--- config.mk ---
export PLATFORM = sky130hd
export DESIGN_NAME = plb_page_loader
export DESIGN_NICKNAME = d
export VERILOG_FILES = /design/src/rtl/plb_pkg.sv /design/src/rtl/plb_cycle_detect.sv /design/src/rtl/plb_page_store.sv /design/src/rtl/plb_page_loader.sv
export SDC_FILE = /design/constraint.sdc
export NUM_CORES = 2
export LEC_CHECK = 0
export ABC_CLOCK_PERIOD_IN_PS = 7550
export BUFFER_PORTS_ARGS = -buffer_cell sky130_fd_sc_hd__buf_4
export CAP_MARGIN = 10
export CORE_ASPECT_RATIO = 1.75
export CORE_MARGIN = 2
export CORE_UTILIZATION = 50
export CTS_CLUSTER_SIZE = 14
export DETAILED_ROUTE_END_ITERATION = 10
export MAX_ROUTING_LAYER = met4
export PLACE_DENSITY = 0.65
export SKIP_LAST_GASP = 1
export SLEW_MARGIN = 10
export SYNTH_ARGS = -nofsm -noshare
export SYNTH_HDL_FRONTEND = slang
export SYNTH_SLANG_ARGS = --single-unit
--- constraint.sdc ---
create_clock -name clk -period 7.55 [get_ports clk]
set_input_delay 2.265 -clock clk [delete_from_list [all_inputs] [get_ports clk]]
set_output_delay 2.265 -clock clk [all_outputs]
set_load 0.05 [all_outputs]
--- src/rtl/plb_pkg.sv ---
package plb_pkg;

    typedef enum logic [1:0] {
        ST_IDLE = 2'd0,
        ST_LOAD = 2'd1,
        ST_FULL = 2'd2
    } plb_state_e;

endpackage

--- src/rtl/plb_cycle_detect.sv ---
module plb_cycle_detect #(
    parameter int ADDR_W = 19,
    parameter int DATA_W = 16
) (
    input  logic              clk,
    input  logic              rst_n,
    input  logic              we_n,
    input  logic              ce_n,
    input  logic [ADDR_W-1:0] addr,
    input  logic              lsb,
    input  logic [DATA_W-1:0] data,
    output logic              strobe,
    output logic [ADDR_W-1:0] cap_addr,
    output logic              cap_lsb,
    output logic [DATA_W-1:0] cap_data
);

    typedef struct packed {
        logic              active;
        logic [ADDR_W-1:0] addr;
        logic              lsb;
        logic [DATA_W-1:0] data;
    } cap_t;

    cap_t r_d, r_q;
    logic active_now;

    always_comb begin
        active_now = !we_n && !ce_n;
        r_d        = r_q;
        r_d.active = active_now;
        if (active_now) begin
            r_d.addr = addr;
            r_d.lsb  = lsb;
            r_d.data = data;
        end
    end

    always_ff @(posedge clk) begin
        if (!rst_n) begin
            r_q <= '0;
        end else begin
            r_q <= r_d;
        end
    end

    // the cycle closes on the first of the two enables to go high
    assign strobe   = r_q.active && !active_now;
    assign cap_addr = r_q.addr;
    assign cap_lsb  = r_q.lsb;
    assign cap_data = r_q.data;

    assert_strobe_single_R2: assert property (@(posedge clk) disable iff (!rst_n)
        strobe |=> !strobe);

endmodule

--- src/rtl/plb_page_store.sv ---
module plb_page_store #(
    parameter int PAGE_AW = 7,
    parameter int DATA_W  = 16
) (
    input  logic               clk,
    input  logic               wr_en,
    input  logic [PAGE_AW-1:0] wr_idx,
    input  logic [1:0]         wr_be,
    input  logic [DATA_W-1:0]  wr_data,
    input  logic [PAGE_AW-1:0] rd_idx,
    output logic [DATA_W-1:0]  rd_data
);

    localparam int WORDS  = 1 << PAGE_AW;
    localparam int HALF_W = DATA_W / 2;

    for (genvar h = 0; h < 2; h++) begin : g_half
        logic [HALF_W-1:0] mem_q [WORDS];

        always_ff @(posedge clk) begin
            if (wr_en && wr_be[h]) begin
                mem_q[wr_idx] <= wr_data[h*HALF_W +: HALF_W];
            end
        end

        assign rd_data[h*HALF_W +: HALF_W] = mem_q[rd_idx];
    end

endmodule

--- src/rtl/plb_page_loader.sv ---
module plb_page_loader #(
    parameter int ADDR_W  = 19,
    parameter int PAGE_AW = 7,
    parameter int DATA_W  = 16
) (
    input  logic                       clk,
    input  logic                       rst_n,
    input  logic                       cmd_start,
    input  logic                       bus_we_n,
    input  logic                       bus_ce_n,
    input  logic [ADDR_W-1:0]          bus_addr,
    input  logic                       bus_lsb,
    input  logic [DATA_W-1:0]          bus_data,
    input  logic                       byte_mode,
    input  logic                       page_ready,
    input  logic [PAGE_AW-1:0]         rd_index,
    output logic                       page_valid,
    output logic [ADDR_W-PAGE_AW-1:0]  page_base,
    output logic [DATA_W-1:0]          rd_data,
    output logic                       seq_error
);

    import plb_pkg::*;

    localparam int OFF_W  = PAGE_AW + 1;
    localparam int BASE_W = ADDR_W - PAGE_AW;
    localparam int WORDS  = 1 << PAGE_AW;
    localparam int HALF_W = DATA_W / 2;
    localparam logic [OFF_W-1:0] LAST_WORD = OFF_W'(WORDS - 1);
    localparam logic [OFF_W-1:0] LAST_BYTE = OFF_W'(2 * WORDS - 1);

    typedef struct packed {
        plb_state_e        state;
        logic [OFF_W-1:0]  expect_off;
        logic [BASE_W-1:0] base;
        logic              bmode;
        logic              err;
    } ctl_t;

    ctl_t r_d, r_q;

    logic              strobe;
    logic [ADDR_W-1:0] cap_addr;
    logic              cap_lsb;
    logic [DATA_W-1:0] cap_data;

    logic [OFF_W-1:0]  offset;
    logic [OFF_W-1:0]  last_off;
    logic [BASE_W-1:0] base_in;
    logic              seq_ok;
    logic              store_we;
    logic [1:0]        store_be;
    logic [DATA_W-1:0] store_data;

    plb_cycle_detect #(
        .ADDR_W (ADDR_W),
        .DATA_W (DATA_W)
    ) i_cycle (
        .clk      (clk),
        .rst_n    (rst_n),
        .we_n     (bus_we_n),
        .ce_n     (bus_ce_n),
        .addr     (bus_addr),
        .lsb      (bus_lsb),
        .data     (bus_data),
        .strobe   (strobe),
        .cap_addr (cap_addr),
        .cap_lsb  (cap_lsb),
        .cap_data (cap_data)
    );

    plb_page_store #(
        .PAGE_AW (PAGE_AW),
        .DATA_W  (DATA_W)
    ) i_store (
        .clk     (clk),
        .wr_en   (store_we),
        .wr_idx  (cap_addr[PAGE_AW-1:0]),
        .wr_be   (store_be),
        .wr_data (store_data),
        .rd_idx  (rd_index),
        .rd_data (rd_data)
    );

    always_comb begin
        // byte offsets put the byte-select bit below the word index
        offset   = r_q.bmode ? {cap_addr[PAGE_AW-1:0], cap_lsb}
                             : {1'b0, cap_addr[PAGE_AW-1:0]};
        last_off = r_q.bmode ? LAST_BYTE : LAST_WORD;
        base_in  = cap_addr[ADDR_W-1:PAGE_AW];
        seq_ok   = (offset == r_q.expect_off) &&
                   ((r_q.expect_off == '0) || (base_in == r_q.base));

        store_be   = r_q.bmode ? (cap_lsb ? 2'b10 : 2'b01) : 2'b11;
        store_data = r_q.bmode ? {2{cap_data[HALF_W-1:0]}} : cap_data;
        store_we   = 1'b0;

        r_d = r_q;
        unique case (r_q.state)
            ST_IDLE, ST_LOAD: begin
                if (cmd_start) begin
                    r_d.state      = ST_LOAD;
                    r_d.expect_off = '0;
                    r_d.err        = 1'b0;
                    r_d.bmode      = byte_mode;
                end else if (strobe && (r_q.state == ST_LOAD)) begin
                    if (seq_ok) begin
                        store_we = 1'b1;
                        if (r_q.expect_off == '0) begin
                            r_d.base = base_in;
                        end
                        if (offset == last_off) begin
                            r_d.state = ST_FULL;
                        end else begin
                            r_d.expect_off = r_q.expect_off + 1'b1;
                        end
                    end else begin
                        r_d.state = ST_IDLE;
                        r_d.err   = 1'b1;
                    end
                end
            end
            ST_FULL: begin
                if (page_ready) begin
                    r_d.state = ST_IDLE;
                end
            end
            default: r_d.state = ST_IDLE;
        endcase
    end

    always_ff @(posedge clk) begin
        if (!rst_n) begin
            r_q <= '{state: ST_IDLE, expect_off: '0, base: '0, bmode: 1'b0, err: 1'b0};
        end else begin
            r_q <= r_d;
        end
    end

    assign page_valid = (r_q.state == ST_FULL);
    assign page_base  = r_q.base;
    assign seq_error  = r_q.err;

    assert_hold_page_R7: assert property (@(posedge clk) disable iff (!rst_n)
        page_valid && !page_ready |=> page_valid && $stable(page_base));

    assert_release_page_R7: assert property (@(posedge clk) disable iff (!rst_n)
        page_valid && page_ready |=> !page_valid);

    assert_error_no_page_R5: assert property (@(posedge clk) disable iff (!rst_n)
        $rose(seq_error) |-> !page_valid);

    assert_no_store_full_R8: assert property (@(posedge clk) disable iff (!rst_n)
        page_valid |-> !store_we);

    assert_start_drops_write_R9: assert property (@(posedge clk) disable iff (!rst_n)
        cmd_start |-> !store_we);

endmodule

## After elaboration in Yosys (flattened, before gate mapping)

Memory sizes are Yosys's and may differ from the RTL's.
Index checks and enable logic that the tools add are counted.

| storage, ports and cells | value |
|---|---|
| RAM bits | 2048 |
| output and inout port bits | 30 |
| memories | 2 |
| register bits after elaboration | 61 |

| operators by class | value |
|---|---|
| bitwise logic cells | 1 |
| $add $sub $neg | 1 |
| equality and inequality tests | 10 |
| muxes and demuxes | 25 |
| reduce and logical (&&, ||, !) cells | 20 |

Memory list:

| name | words | width | read ports | clocked after Yosys merged registers in | wr ports | line | text |
|---|---|---|---|---|---|---|---|
| i_store.g_half[0].mem_q | 128 | 8 | 1 | 0 | 1 | plb_page_store.sv:18 | `logic [HALF_W-1:0] mem_q [WORDS];` |
| i_store.g_half[1].mem_q | 128 | 8 | 1 | 0 | 1 | plb_page_store.sv:18 |  |

Operators by type and width:

| operator | number |
|---|---|
| $mux W8 | 3 |
| $mux W22 | 1 |
| $mux W20 | 1 |
| $eq A8 B8 Y1 | 2 |
| $mux W16 | 1 |
| $eq A12 B12 Y1 | 1 |
| $mux W12 | 1 |
| $mux W1 | 11 |
| $mux W10 | 1 |
| $mux W2 | 5 |
| $add A8 B1 Y8 const B | 1 |
| $logic_not A8 Y1 | 1 |
| $logic_and A1 B1 Y1 | 6 |
| $ne A2 B2 Y1 const B | 3 |
| $reduce_and A3 Y1 | 2 |
| $reduce_and A5 Y1 | 1 |
| $ne A4 B4 Y1 const B | 1 |
| $pmux W2 S2 | 1 |
| $reduce_and A4 Y1 | 1 |
| $reduce_bool A2 Y1 | 2 |
| $logic_not A1 Y1 | 3 |
| $ne A3 B3 Y1 const B | 1 |
| $eq A2 B1 Y1 const B | 1 |
| $eq A2 B2 Y1 const B | 1 |
| other kinds (5) | 5 |

## Depth between registers and ports, before layout

| logic depth | value |
|---|---|
| word-level depth | 11 |
| depth in mapped cells | 11 |

## Cells and area by module

From an unflattened synthesis, not the netlist that was laid out.

| second synthesis, totals | value |
|---|---|
| cells, all modules | 3612 |
| area, all modules | 82196.3 µm² |

Modules (own cells, without submodules):

| module | times used | seq. area each (µm²) | cells an instance | area each (µm²) |
|---|---|---|---|---|
| plb_page_store | 1 | 61499.0 | 3220 | 78749.3 |
| plb_cycle_detect | 1 | 740.7 | 204 | 1803.0 |
| plb_page_loader | 1 | 480.5 | 188 | 1644.1 |

## Worst setup path after synthesis

No wires, ideal clock.

| path | value |
|---|---|
| path kind | input to output |
| from | input port rd_index[1] |
| to | output port rd_data[3] |
| cell stages on the path | 8 |
| path buffers | 4 |
| path slack | -0.109 ns |
| arrival | 5.394 ns |
| path through | clkbuf_2 > buf_4 > buf_2 > buf_1 > mux4_2 > a22oi_1 > and3_1 > o311ai_0 |

| on the way | value |
|---|---|
| word-level cells in the longest chain between the ends | 1 |

RTL lines:

| element | line | text |
|---|---|---|
| from (decl) | plb_page_loader.sv:16 | `input logic [PAGE_AW-1:0] rd_index,` |
| $mem_v2 Z128 W8 | - |  |
| to (decl) | plb_page_loader.sv:19 | `output logic [DATA_W-1:0] rd_data,` |

No other way between the ends.

## Worst setup path in the final report

| path | value |
|---|---|
| from | input port rd_index[0] |
| to | output port rd_data[4] |

Same word-level chain as after synthesis.

==> summary.txt <==
Status
  – Result of the run: finished, final reports clean

Timing
  – Maximum clock frequency: 133 MHz
  – RSZ-0062 raised after global routing: false
  – Measured slew at the worst slew-check pin: approximately 1.2 ns
  – Final total negative setup slack: 0 ns
  – Number of endpoints failing setup at the final stage: 0
  – Minimum period implied by the final worst setup slack: 7.49 ns
  – Final hold violations: 0
  – Slew HR: 19.3%
  – Final setup skew: 0.0603 ns
  – Max Slew Vio Count: 0
  – Final cycle utilization of the critical path: 99.2%
  – Setup slack after layout: ~0.06 ns

Clock tree
  – # hold bufs at CTS: 0
  – Max clock buf depth: 4
  – # H-tree levels: 4
  – Source-to-sink clock delay at the later pin of the worst-skew pair: slightly above 0.8 ns
  – TritonCTS buffer count: 190
  – Clock slew at reported path FFs: 0.07 ns
  – Buffer count from post-CTS setup fixing: 0
  – CTS Sinks: 2109
  – TritonCTS clock tree: done
  – Root Driver: clkbuf_16

Synthesis
  – Sequential cell area fraction in the yosys report: between 70% and 80%
  – Synthesized netlist net count: 3981
  – Area of the mapped netlist: 0.0825 sq mm
  – Syn. warnings: 0
  – Synth Register Bits: 2109
  – Mean post-synth cell area: 21.0 sq um
  – Number of library cell types mapped by synthesis: 56
  – Most instantiated flip-flop cell in the synthesis netlist: edfxtp_1
  – Post-synth EDFFs: a little over 2000
  – Syn Inst Count: a little under 4000
  – Async set-reset flop share out of synthesis: 0%

Hold path
  – Class of the worst hold path: reg2reg

Global route
  – GRT Residual Overflow: 0
  – Global-route wire length before repair: between 200 and 300 mm
  – Via count of the first global-routing pass: 40600
  – Maximum number of pins on one net before global-route repair: 100
  – Antenna violations before repair: 1
  – GRT Resource Usage Total: 24.2%

Route
  – Post-detailed-route wirelength per cell: 30.7 um
  – Via count: around 39000
  – Mean number of vias per cell: 6.10
  – Iteration-0 DRC Markers: 3640
  – Count of TritonRoute iterations in the first routing pass: 5
  – Remaining antenna violation count: 0
  – Post-route DRC: 0
  – Total Wirelength: 197 mm

Power
  – Leakage power of the design: 31.0 nW
  – Highest ir drop seen on vdd: 182 uV
  – Ratio of total power to cell area: about 250 mW/mm^2

Place
  – Number of input and output port buffers inserted: between 70 and 80
  – Total half-perimeter wirelength after legalization and detailed placement: 127 mm
  – Worst setup slack before clock tree synthesis: -0.0360 ns
  – Gp weighted congestion: 0.886

Floorplanning
  – I/O Pins: 80
  – Standard-cell row count: 197
  – Die Outline Area: 0.168 sq mm
  – Die width: 311 um
  – Die span in y: 541 um
  – Initial Utilization: about 50%
  – Area of the core region: 0.164 sq mm

Worst setup path
  – Kind of critical path: in2out
  – Maximum fanout along the worst path: 28
  – WP data arrival: 5.23 ns
  – Worst Setup End Kind: output pin
  – Critical path required time: around 5.3 ns
  – Element type at the critical path start: input port

Finish
  – Final Net Count: roughly 4200
  – Fill cells: 12300
  – Area added between synthesis and finish: 11.2%
  – Share of post-route cells with drive strength above 1: about a quarter

Run
  – Max-capacitance violation count: 0
## cell usage after synthesis (34+ instances only)
cell type / n / area, sq um
buf_2: 89 / 445
buf_4: 34 / 255
nor2b_1: 59 / 369
a211oi_1: 48 / 360
o21ai_0: 34 / 170
mux2_2: 56 / 631
a21boi_0: 37 / 278
edfxtp_1: 2048 / 61500
nand2_1: 90 / 338
mux4_2: 528 / 11900
dfxtp_1: 61 / 1220
mux2i_1: 98 / 981
nor2_1: 282 / 1060
clkbuf_1: 97 / 364
## worst max-delay path, stage by stage
cell	delay, ns
buf_8	0.23
buf_12	0.28
buf_12	0.22
mux4_2	0.55
mux4_2	0.50
a21oi_1	0.46
o311ai_2	0.35
buf_4	0.30
## layout by cell type, fill, tap and decap left out, types with 5 or more instances in the layout
| cell | synthesis | final |
|---|---|---|
| a211oi_1 | 48 | 48 |
| a21boi_0 | 37 | 37 |
| a21oi_1 | 33 | 33 |
| a22oi_1 | 33 | 33 |
| and3_1 | 19 | 19 |
| buf_12 | 0 | 29 |
| buf_4 | 34 | 217 |
| clkbuf_1 | 97 | 53 |
| clkbuf_16 | 0 | 193 |
| clkinv_1 | 0 | 28 |
| clkinv_2 | 0 | 18 |
| dfxtp_1 | 61 | 53 |
| dfxtp_4 | 0 | 8 |
| edfxtp_1 | 2048 | 2048 |
| inv_1 | 28 | 28 |
| mux2_2 | 56 | 48 |
| mux2_4 | 0 | 8 |
| mux2i_1 | 98 | 98 |
| mux4_2 | 528 | 528 |
| nand2_1 | 90 | 90 |
| nand2b_1 | 8 | 8 |
| nand3_1 | 12 | 12 |
| nand3b_1 | 16 | 16 |
| nand4_4 | 5 | 5 |
| nor2_1 | 282 | 281 |
| nor2b_1 | 59 | 59 |
| nor3_1 | 20 | 19 |
| nor4_1 | 5 | 5 |
| o21ai_0 | 34 | 33 |
| o221ai_1 | 20 | 20 |
| o22ai_1 | 33 | 33 |
| o311ai_1 | 9 | 15 |
| o32ai_1 | 16 | 16 |
| or4_1 | 5 | 5 |
| xnor2_1 | 5 | 5 |
| xor2_1 | 18 | 18 |
## where the power goes
part           internal [W]  switching [W]
registers            0.0128      0.0000455
logic              0.000439       0.000719
clock network       0.00480        0.00404
total                0.0181        0.00480
## stage by stage
step	cells	hold slack (ns)	util (%)	power (W)	instance area, sq um
final	6418	0.466	55.9	0.0229	91700
after floorplan	3929	0.441	-	0.0138	82500
after global placement	6112	0.456	52.6	0.0143	86300
after global routing	6417	0.489	55.9	0.0234	91700
after detailed placement	6112	0.464	52.6	0.0143	86300
after CTS	6416	0.474	55.9	0.0230	91700
## final timing paths
kind,startpoint,end,slack [ns],cells past startpoint
max,rd_index[0],rd_data[4],0.06,8
max reg2reg,i_cycle.cap_addr[2],i_store.g_half[1].mem_q[112][4],3.14,8
min reg2reg,i_cycle.cap_data[9],i_cycle.cap_data[9],0.47,2
min,i_cycle.cap_data[9],i_cycle.cap_data[9],0.47,2
## per-layer routing
metal  global-route usage [%]  part of all wire [%]  vias to the layer above
met3                     2.83                   4.8                      370
li1                         -                     -                    16600
met5                        -                     0                        -
met1                     27.7                    36                    21000
met4                     10.5                   4.9                        0
met2                     42.9                    54                     1272
## sequential cells by signal, indices dropped and copies added, names as in the netlist
name	count
i_store.g_half.mem_q	2048
seq_error	1
i_cycle.cap_addr	19
page_base	12
i_cycle.cap_lsb	1
r_q	11
i_cycle.cap_data	16
i_cycle.r_q	1
## repair_timing
action | CTS | global route
gates resized for setup | 1 | 1
endpoints found under the setup margin | 1 | 1
pin swaps | 0 | 0
## layout make-up
type                       count  area (sq um)  share of cell area [%]
timing repair buffer         249          2250                    2.46
antenna                        2          5.00                 0.00546
clock buffer                 247          5040                    5.50
tap                         2189          2740                    2.99
inverter                      28           105                   0.115
clock inverter                57           374                   0.408
multi-input combinational   1537         18500                    20.1
sequential                  2109         62800                    68.4
## cells by family after synthesis
family / after synthesis / synth area share, %
and+or+nand+nor: 548 / 3.26
adders and majority gates: 2 / 0.0303
DFF: 2109 / 76.0
xor gates and xnor gates: 23 / 0.244
AOI/OAI and AO/OA: 282 / 2.42
buffers and inverters: 283 / 1.67
muxes: 682 / 16.4
No activity file was read; power rests on OpenSTA's default activity.
